==> src/rtl/acc_alu_pkg.sv <==
package acc_alu_pkg;

   typedef enum logic [3:0] {
      OP_ADD  = 4'h0,
      OP_ADC  = 4'h1,
      OP_SUB  = 4'h2,
      OP_SBB  = 4'h3,
      OP_AND  = 4'h4,
      OP_OR   = 4'h5,
      OP_XOR  = 4'h6,
      OP_CMP  = 4'h7,
      OP_INCA = 4'h8,
      OP_DECA = 4'h9,
      OP_INCT = 4'hA,
      OP_DECT = 4'hB,
      OP_MOVA = 4'hC
   } alu_op_e;

   typedef struct packed {
      logic s;
      logic z;
      logic ac;
      logic p;
      logic cy;
   } alu_flags_t;

   localparam int FLAG_BYTE_W = 8;

   function automatic logic [FLAG_BYTE_W-1:0] pack_flags(alu_flags_t f);
      return {f.s, f.z, 1'b0, f.ac, 1'b0, f.p, 1'b1, f.cy};
   endfunction

endpackage

==> src/rtl/alu_adder.sv <==
module alu_adder #(
   parameter int DATA_W       = 8,
   parameter bit SPLIT_NIBBLE = 1'b1
) (
   input  logic [DATA_W-1:0] x,
   input  logic [DATA_W-1:0] y,
   input  logic              cin,
   output logic [DATA_W-1:0] sum,
   output logic              c_nib,
   output logic              c_out
);
   localparam int HI_W = DATA_W - 4;

   generate
      if (SPLIT_NIBBLE) begin : g_split
         logic [4:0]    lo;
         logic [HI_W:0] hi;
         assign lo    = {1'b0, x[3:0]} + {1'b0, y[3:0]} + {4'b0000, cin};
         assign hi    = {1'b0, x[DATA_W-1:4]} + {1'b0, y[DATA_W-1:4]}
                        + {{HI_W{1'b0}}, lo[4]};
         assign sum   = {hi[HI_W-1:0], lo[3:0]};
         assign c_nib = lo[4];
         assign c_out = hi[HI_W];
      end else begin : g_flat
         logic [DATA_W:0] full;
         assign full  = {1'b0, x} + {1'b0, y} + {{DATA_W{1'b0}}, cin};
         assign sum   = full[DATA_W-1:0];
         assign c_nib = x[4] ^ y[4] ^ full[4];
         assign c_out = full[DATA_W];
      end
   endgenerate
endmodule

==> src/rtl/alu_logic.sv <==
module alu_logic
   import acc_alu_pkg::*;
#(
   parameter int DATA_W = 8
) (
   input  alu_op_e           op,
   input  logic [DATA_W-1:0] a,
   input  logic [DATA_W-1:0] b,
   output logic [DATA_W-1:0] res,
   output logic              ac
);
   always_comb begin
      res = a & b;
      ac  = 1'b0;
      unique case (op)
         OP_AND:  begin res = a & b; ac = 1'b1; end
         OP_OR:   res = a | b;
         OP_XOR:  res = a ^ b;
         default: res = a & b;
      endcase
   end
endmodule

==> src/rtl/alu_flag_gen.sv <==
module alu_flag_gen #(
   parameter int DATA_W = 8
) (
   input  logic [DATA_W-1:0] res,
   output logic              s,
   output logic              z,
   output logic              p
);
   assign s = res[DATA_W-1];
   assign z = ~|res;
   assign p = ~^res;
endmodule

==> src/rtl/acc_alu.sv <==
module acc_alu
   import acc_alu_pkg::*;
#(
   parameter int DATA_W       = 8,
   parameter bit SPLIT_NIBBLE = 1'b1
) (
   input  logic                   clk,
   input  logic                   rst_n,
   input  logic                   load_en,
   input  logic                   exec_en,
   input  logic [3:0]             op_code,
   input  logic [DATA_W-1:0]      operand,
   output logic [DATA_W-1:0]      acc_out,
   output logic [FLAG_BYTE_W-1:0] flags_out
);
   generate
      if (DATA_W < 8) begin : g_bad_width
         $error("acc_alu: DATA_W must be at least 8");
      end
   endgenerate

   localparam logic [DATA_W-1:0] ALL_ONES = {DATA_W{1'b1}};
   localparam logic [DATA_W-1:0] ZERO_W   = {DATA_W{1'b0}};

   logic [DATA_W-1:0] acc_q, tmp_q;
   alu_flags_t        flg_q, flg_d;
   alu_op_e           op;

   logic [DATA_W-1:0] add_x, add_y, add_sum, log_res, result;
   logic              add_cin, add_cnib, add_cout, log_ac;
   logic              is_sub, use_logic, keep_cy, do_mov;
   logic              wr_acc, wr_tmp, wr_flags;
   logic              f_s, f_z, f_p;

   assign op = alu_op_e'(op_code);

   always_comb begin
      add_x     = acc_q;
      add_y     = tmp_q;
      add_cin   = 1'b0;
      is_sub    = 1'b0;
      use_logic = 1'b0;
      keep_cy   = 1'b0;
      do_mov    = 1'b0;
      wr_acc    = 1'b0;
      wr_tmp    = 1'b0;
      wr_flags  = 1'b0;
      case (op)
         OP_ADD: begin wr_acc = 1'b1; wr_flags = 1'b1; end
         OP_ADC: begin add_cin = flg_q.cy; wr_acc = 1'b1; wr_flags = 1'b1; end
         OP_SUB: begin
            add_y = ~tmp_q; add_cin = 1'b1; is_sub = 1'b1;
            wr_acc = 1'b1; wr_flags = 1'b1;
         end
         OP_SBB: begin
            add_y = ~tmp_q; add_cin = ~flg_q.cy; is_sub = 1'b1;
            wr_acc = 1'b1; wr_flags = 1'b1;
         end
         OP_CMP: begin
            add_y = ~tmp_q; add_cin = 1'b1; is_sub = 1'b1; wr_flags = 1'b1;
         end
         OP_AND, OP_OR, OP_XOR: begin
            use_logic = 1'b1; wr_acc = 1'b1; wr_flags = 1'b1;
         end
         OP_INCA: begin
            add_y = ZERO_W; add_cin = 1'b1; keep_cy = 1'b1;
            wr_acc = 1'b1; wr_flags = 1'b1;
         end
         OP_DECA: begin
            add_y = ALL_ONES; keep_cy = 1'b1; wr_acc = 1'b1; wr_flags = 1'b1;
         end
         OP_INCT: begin
            add_x = tmp_q; add_y = ZERO_W; add_cin = 1'b1; keep_cy = 1'b1;
            wr_tmp = 1'b1; wr_flags = 1'b1;
         end
         OP_DECT: begin
            add_x = tmp_q; add_y = ALL_ONES; keep_cy = 1'b1;
            wr_tmp = 1'b1; wr_flags = 1'b1;
         end
         OP_MOVA: begin do_mov = 1'b1; wr_acc = 1'b1; end
         default: ;
      endcase
   end

   alu_adder #(.DATA_W(DATA_W), .SPLIT_NIBBLE(SPLIT_NIBBLE)) u_adder (
      .x(add_x), .y(add_y), .cin(add_cin),
      .sum(add_sum), .c_nib(add_cnib), .c_out(add_cout)
   );

   alu_logic #(.DATA_W(DATA_W)) u_logic (
      .op(op), .a(acc_q), .b(tmp_q), .res(log_res), .ac(log_ac)
   );

   assign result = use_logic ? log_res : (do_mov ? tmp_q : add_sum);

   alu_flag_gen #(.DATA_W(DATA_W)) u_flags (
      .res(result), .s(f_s), .z(f_z), .p(f_p)
   );

   always_comb begin
      flg_d.s  = f_s;
      flg_d.z  = f_z;
      flg_d.p  = f_p;
      flg_d.ac = use_logic ? log_ac : add_cnib;
      if (keep_cy)        flg_d.cy = flg_q.cy;
      else if (use_logic) flg_d.cy = 1'b0;
      else if (is_sub)    flg_d.cy = ~add_cout;
      else                flg_d.cy = add_cout;
   end

   always_ff @(posedge clk) begin
      if (!rst_n) begin
         acc_q <= ZERO_W;
         tmp_q <= ZERO_W;
         flg_q <= '0;
      end else begin
         if (exec_en) begin
            if (wr_acc)   acc_q <= result;
            if (wr_flags) flg_q <= flg_d;
            if (wr_tmp)   tmp_q <= add_sum;
         end
         if (load_en) tmp_q <= operand;
      end
   end

   assign acc_out   = acc_q;
   assign flags_out = pack_flags(flg_q);
endmodule

==> config.mk <==
export PLATFORM = sky130hd
export DESIGN_NAME = acc_alu
export DESIGN_NICKNAME = d
export VERILOG_FILES = /design/src/rtl/acc_alu_pkg.sv /design/src/rtl/alu_adder.sv /design/src/rtl/alu_logic.sv /design/src/rtl/alu_flag_gen.sv /design/src/rtl/acc_alu.sv
export SDC_FILE = /design/constraint.sdc
export NUM_CORES = 1
export LEC_CHECK = 0
export ABC_AREA = 1
export BUFFER_PORTS_ARGS = -buffer_cell sky130_fd_sc_hd__buf_2
export CORE_UTILIZATION = 29
export DETAILED_ROUTE_END_ITERATION = 8
export REMOVE_ABC_BUFFERS = 1
export SLEW_MARGIN = 0
export SYNTH_ARGS = -nofsm -noshare
export SYNTH_HDL_FRONTEND = slang
export SYNTH_SLANG_ARGS = --single-unit
export TNS_END_PERCENT = 20
==> constraint.sdc <==
create_clock -name clk -period 4.35 [get_ports clk]
set_input_delay 0.2175 -clock clk [delete_from_list [all_inputs] [get_ports clk]]
set_output_delay 0.2175 -clock clk [all_outputs]
set_load 0.02 [all_outputs]
---- After elaboration in Yosys (flattened, before gate mapping) ----
Cells that the tools add are included.
storage, ports and cells
  logic and storage cells ................. 69
  register bits ........................... 21
cells by class
  reductions and logical operators ........ 19
  mux-type cells .......................... 20
  equality and inequality tests ........... 12
  add/subtract/negate cells ............... 4
  bitwise logic cells ..................... 7
operators by type and width
  kind                  number
  $mux W8               6
  $pmux W8 S3           1
  $eq A4 B4 Y1 const B  5
  $eq A4 B3 Y1 const B  4
  $pmux W8 S2           1
  $reduce_or A12 Y1     1
  $mux W1               11
  $add A4 B4 Y5         2
  $add A5 B1 Y5         2
  $reduce_or A10 Y1     1
  $and A8 B8 Y8         1
  $eq A4 B2 Y1 const B  2
  $not A8 Y8            1
  $or A8 B8 Y8          1
  $reduce_or A4 Y1      2
  $reduce_or A8 Y1      1
  $reduce_xnor A8 Y1    1
  $xor A8 B8 Y8         1
  $reduce_and A2 Y1     3
  $reduce_or A2 Y1      3
  $reduce_or A3 Y1      2
  $eq A4 B1 Y1 const B  1
  $logic_not A4 Y1      1
  $reduce_bool A2 Y1    2
  other kinds (4)       6

---- Logic depth before layout (Yosys ltp) ----
  depth in word-level cells ............... 10
  gate-level depth with buffers ........... 26
  mapped depth without buffers ............ 25

---- Modules after synthesis ----
A second synthesis with hierarchy kept.
unflattened totals
  cell total of the unflattened synthesis .. 434
  area total of the unflattened synthesis .. 2542.4 um^2
modules (own cells, without submodules)
  module        area each (um^2)  cells each  instances  seq. area each (um^2)
  acc_alu       1497.7            260         1          420.4
  alu_logic     575.6             98          1          0.0
  alu_adder     299.0             41          1          0.0
  alu_flag_gen  170.2             35          1          0.0

---- Worst setup path before layout ----
No wires, ideal clock.
  path type ............................... input port to flip-flop
  start point ............................. in op_code[2]
  end point ............................... reg flg_q (netlist bit flags_out[2])
  setup slack ............................. 0.290 ns
  required time ........................... 4.233 ns
  library setup time ...................... 0.117 ns
  cell stages on the path ................. 23
  arrival time ............................ 3.943 ns
  buffers on the path ..................... 1
  cell sequence ........................... inv_2 nor2_1 nand2_1 nand2_1 inv_1 buf_6 o21ai_2 o22ai_1 fa_1 fa_1 a21oi_1 o21bai_1 fa_1 fa_1 xor2_1 o211ai_1 and2_1 ha_1 xnor2_1 nand2_1 nand2_1 o221ai_1 inv_1
between the ends
  longest elaborated chain between the ends .. 9
  elaborated cells between the ends (all ways) .. 35
  classes of those cells .................. add/sub (4); eq/ne (12); mux (9); reduce/logical (10)
ends and longest elaborated chain
  element                                                         line                text
  from (decl)                                                     acc_alu.sv:11       input logic [3:0] op_code,
  $eq A4 B3 Y1 (tied with other cells)                            acc_alu.sv:48       case (op)
  $reduce_or A3 Y1 (no line) or $reduce_or A2 Y1 (tied branches)  n/a
  $pmux W8 S3 or $mux W8 (tied branches)                          acc_alu.sv:48
  $add A4 B4 Y5                                                   alu_adder.sv:18     assign lo = {1'b0, x[3:0]} + {1'b0, y[3:0]} + {4'b0000, cin};
  $add A5 B1 Y5                                                   alu_adder.sv:18
  $add A5 B1 Y5                                                   alu_adder.sv:20     + {{HI_W{1'b0}}, lo[4]};
  $mux W8 (2 in a row)                                            acc_alu.sv:94       assign result = use_logic ? log_res : (do_mov ? tmp_q : add_sum);
  $reduce_xnor A8 Y1                                              alu_flag_gen.sv:11  assign p = ~^res;
  to (signal assigned)                                            acc_alu.sv:119      if (wr_flags) flg_q <= flg_d;
  to (decl)                                                       acc_alu.sv:26       alu_flags_t flg_q, flg_d;
Several ways; a longest one is shown, not always the timed one.
A chain may end at the register's enable or synchronous reset.

---- Worst setup path after layout ----
  start point ............................. reg flg_q (netlist bit flags_out[0])
  end point ............................... reg flg_q (netlist bit flags_out[2])
between the ends
  longest elaborated chain between the ends .. 7
ends and longest elaborated chain
  element                 line                text
  $not A1 Y1              acc_alu.sv:56       add_y = ~tmp_q; add_cin = ~flg_q.cy; is_sub = 1'b1;
  $pmux W1 S3 *           acc_alu.sv:48
  $add A5 B1 Y5 *         alu_adder.sv:18
  $add A5 B1 Y5           alu_adder.sv:20
  $mux W8 * (2 in a row)  acc_alu.sv:94
  $reduce_xnor A8 Y1 *    alu_flag_gen.sv:11
Mark *: on every way between the ends. The rest lies on a longest branch, timed or not.

==> reports/summary.log <==
qor: sta.fin_setup_tns 0 ns
qor: placement.numPlacedInstances 462
qor: global_route.gr-usage-all-layers 16.1%
qor: worst_setup_path.r2r_slack 0.27 ns
qor: synthesis.ys_ff_latch 21
qor: routing.initialDrtViolationCount 189
qor: worst_hold_path.holdPathStages 3
qor: power.vdd.ir_drop.worst 148 uV
qor: clocking.worstSkewPairLatency 0.27 ns
qor: routing.post_drt_via_cell_ratio 4.69
qor: floorplanning.die_extent_in_x 88.9 microns
qor: routing.drt.antenna.violating_nets 0
qor: worst_setup_path.path_max_fanout 4
qor: power.powerDensity 295 nW/um^2
qor: outcome.status completed
qor: synthesis.synth_cells 339
qor: routing.drt-wirelength-per-cell 12.7 microns
qor: final_layout.fill_cells 851
qor: routing.dr_total_vias 2,184
qor: worst_setup_path.critical-path-top-cell-by-count nand2_1
qor: sta.final.setup.worst_slack 0.269 ns
qor: worst_setup_path.timing.setup.critical_path_class reg -> reg
qor: global_route.grt_antenna_before_repair 0
qor: clocking.cts-root-buf clkbuf_8
qor: worst_setup_path.critical_path.max_stage_delay 0.56 ns
qor: sta.slew_headroom 44.4%
qor: final_layout.insertedDiodeCount 0
qor: floorplanning.core_area 7290 sq um
qor: power.static-leakage-power 1.24 nW
qor: clocking.post_cts.repair.setup_buffers 0
qor: floorplanning.row_count 31
qor: sta.final.period_utilization 93.8%
qor: synthesis.synth_top_area_share 19.2%
qor: final_layout.finish.net_count 414
qor: worst_setup_path.timing.rr.end flags_out[2]
qor: flow_run.maxCapViolCount 0
qor: clocking.cts_buffers 3
qor: placement.place.detailed.hpwl 4780 microns
qor: sta.timing_max_transition_violations_final 0
qor: worst_setup_path.critical_path.reg2reg.startpoint flags_out[0]
qor: routing.detail_route.first_pass.iterations 4
qor: worst_setup_path.critical_path.startpoint_type flop
qor: synthesis.synth_seq_area_share 19.2%
qor: sta.rsz0062_at_grt false
qor: clocking.cts_resized 0
qor: final_layout.final-instance-count-excl-fill 466
qor: sta.final_hold_viols 0
qor: clocking.cts.sinks 21
qor: worst_hold_path.path_type_of_the_worst_min_delay_path in -> reg
qor: routing.met2RoutedLength 2720 microns
qor: global_route.global_route.overflow_total 0
qor: floorplanning.initial_utilization 30.0%
qor: synthesis.syn_avg_cell_area 6.46 sq um
qor: final_layout.finish.instance_area 2500 sq um
qor: sta.fin_worst_skew 0.00457 ns
qor: routing.detail_route.wirelength.met1 2920 microns
qor: synthesis.mappedNetlistArea 2190 sq um
qor: final_layout.syn_to_final_growth 14.3%
qor: routing.detail_route.drc_violations 0
qor: final_layout.most-common-layout-cells nand2_1 (94), inv_1 (44), buf_2 (28), nor2_1 (26), ha_1 (26)
qor: sta.setup_failing_eps_final 0
qor: clocking.cts_htree_levels 1
qor: floorplanning.fp.dieH 88.9 microns
qor: worst_setup_path.worstPathCellList nand3_1 > o21ai_0 > a22oi_1 > o211ai_1 > fa_2 > fa_1 > a21oi_1 > o21bai_1 > fa_1 > fa_2 > nand2_1 > o21ai_0 > nand2_1 > and3_1 > ha_1 > xnor2_2 > nand2_1 > nand2_1 > o221ai_1 > inv_1
qor: synthesis.synth_top_area_cells dfxtp_1 (19%), nand2_1 (16%), ha_1 (15%), inv_1 (7.5%), o21ai_0 (5.3%)
qor: placement.place_congestion 0.949
qor: clocking.ctsLongestPathBuffers 2
qor: global_route.wire_length_of_the_first_global_routing_pass 9690 microns
qor: global_route.first_global_vias 1,998
qor: clocking.hold_buffers 0
qor: synthesis.synth_top_cell_by_area dfxtp_1
qor: worst_setup_path.cp_data_required_time 4.52 ns
qor: worst_setup_path.r2r_cells 20
qor: worst_setup_path.crit_path_start flags_out[0]
qor: placement.placement.setup.worst_slack 0.0718 ns
qor: placement.postPlaceCellArea 2430 sq um
qor: worst_setup_path.crit_family adder cells
qor: floorplanning.die_area 7900 sq um
qor: synthesis.yosys_warning_total 0
qor: synthesis.ys_types 38
qor: global_route.grt_start_max_net_pins 19
qor: placement.buffer_ports.inserted 28
qor: worst_setup_path.critical_path_data_arrival_time 4.25 ns
qor: worst_setup_path.worstSetupPathDepth 20
qor: final_layout.postLayoutCoreUtil 34.3%
qor: sta.fin_crit 4.08 ns
qor: routing.drt-total-wl 5940 microns
qor: sta.actual_transition_at_the_worst_max_transition_pin 0.831 ns
qor: sta.fmax 245 MHz
qor: worst_setup_path.critPathBufInv 1
qor: routing.met3WireLength 272 microns
qor: clocking.tritoncts yes
qor: worst_setup_path.setup.worst_path.end_class flop
qor: routing.highest_layer met4
qor: final_layout.final_common_cell nand2_1
qor: final_layout.drive_above_1_share 15.3%
qor: worst_setup_path.timing.critical_path.slowest_stage_cell fa_2
qor: clocking.cts.reportedPaths.clkPinSlew 0.08 ns
qor: floorplanning.pin_count 32
qor: worst_setup_path.crit_path_end flags_out[2]
registers in the layout (all words and copies together) (netlist names):
signal	flops
acc_out	8
flags_out	5
tmp_q	8
routing by layer:
layer	vias up	track usage, %
li1	1158	-
met1	976	21.7
met2	48	27.5
met3	2	2.52
met4	0	2.20
met5	-	0
cell usage after synthesis:
cell type	n
a21oi_2	1
buf_4	4
inv_2	2
a211oi_1	1
nand3b_1	3
dfxtp_1	21
nand2_2	2
a21oi_1	13
o211ai_1	6
clkbuf_1	3
nand3_1	19
xor2_1	1
inv_1	44
and3_1	1
a22oi_1	1
ha_1	26
nand2_1	94
conb_1	2
clkinv_1	1
nor2_1	26
nor3_1	2
o221ai_1	1
nand2_4	1
o21ai_2	1
o21bai_1	1
or2_2	3
and2_1	4
o21ai_0	23
xnor2_1	2
nand4_1	2
nor2_8	1
a31oi_1	8
fa_1	4
o22ai_1	8
buf_6	1
buf_2	1
nor2_4	1
nor2_2	4
how the worst min path moves through the flow:
| stage | endpoint | slack [ns] | from |
|---|---|---|---|
| 4_1_cts | tmp_q[6] | 0.22 | operand[6] |
| 5_1_grt | tmp_q[6] | 0.23 | operand[6] |
| 2_1_floorplan | flags_out[2] | 0.35 | rst_n |
| 6_report | tmp_q[6] | 0.22 | operand[6] |
| 3_5_place_dp | tmp_q[6] | 0.50 | operand[6] |
| 3_3_place_gp | tmp_q[6] | 0.50 | operand[6] |
through the flow:
stage,power [mW],hold WS [ns]
floorplan,0.479,0.350
finish,0.737,0.217
detailed placement,0.573,0.502
global route,0.802,0.225
CTS,0.711,0.218
global placement,0.570,0.495
where the power goes:
group | switching [mW] | internal (mW)
Clock | 0.0698 | 0.0654
Sequential | 0.0181 | 0.210
Combinational | 0.219 | 0.154
Total | 0.307 | 0.430
tightest hold or removal path, stage by stage:
cell and delay [ns]:
buf_2 0.09, nand2_1 0.05, a31oi_1 0.07
layout make-up:
type / count / area [sq um] / area share [%]
multi-input combinational: 263 / 1570 / 62.6
tap: 99 / 124 / 4.95
clock buffer: 4 / 45.0 / 1.80
timing repair buffer: 32 / 170 / 6.80
inverter: 47 / 176 / 7.05
sequential: 21 / 420 / 16.8
cell families (layout without fill, tap and decap cells):
logic type                 Yosys count  count (layout)  share of synthesized area [%]
adders and majority gates           30              30                           18.5
xor gates and xnor gates             3               3                           1.20
buffers and inverters               56              83                           10.7
DFF                                 21              21                           19.2
other                                2               3                          0.343
and+or+nand+nor                    163             163                           32.9
AOI/OAI and AO/OA                   64              64                           17.1
No activity file was read; power rests on OpenSTA's default activity.
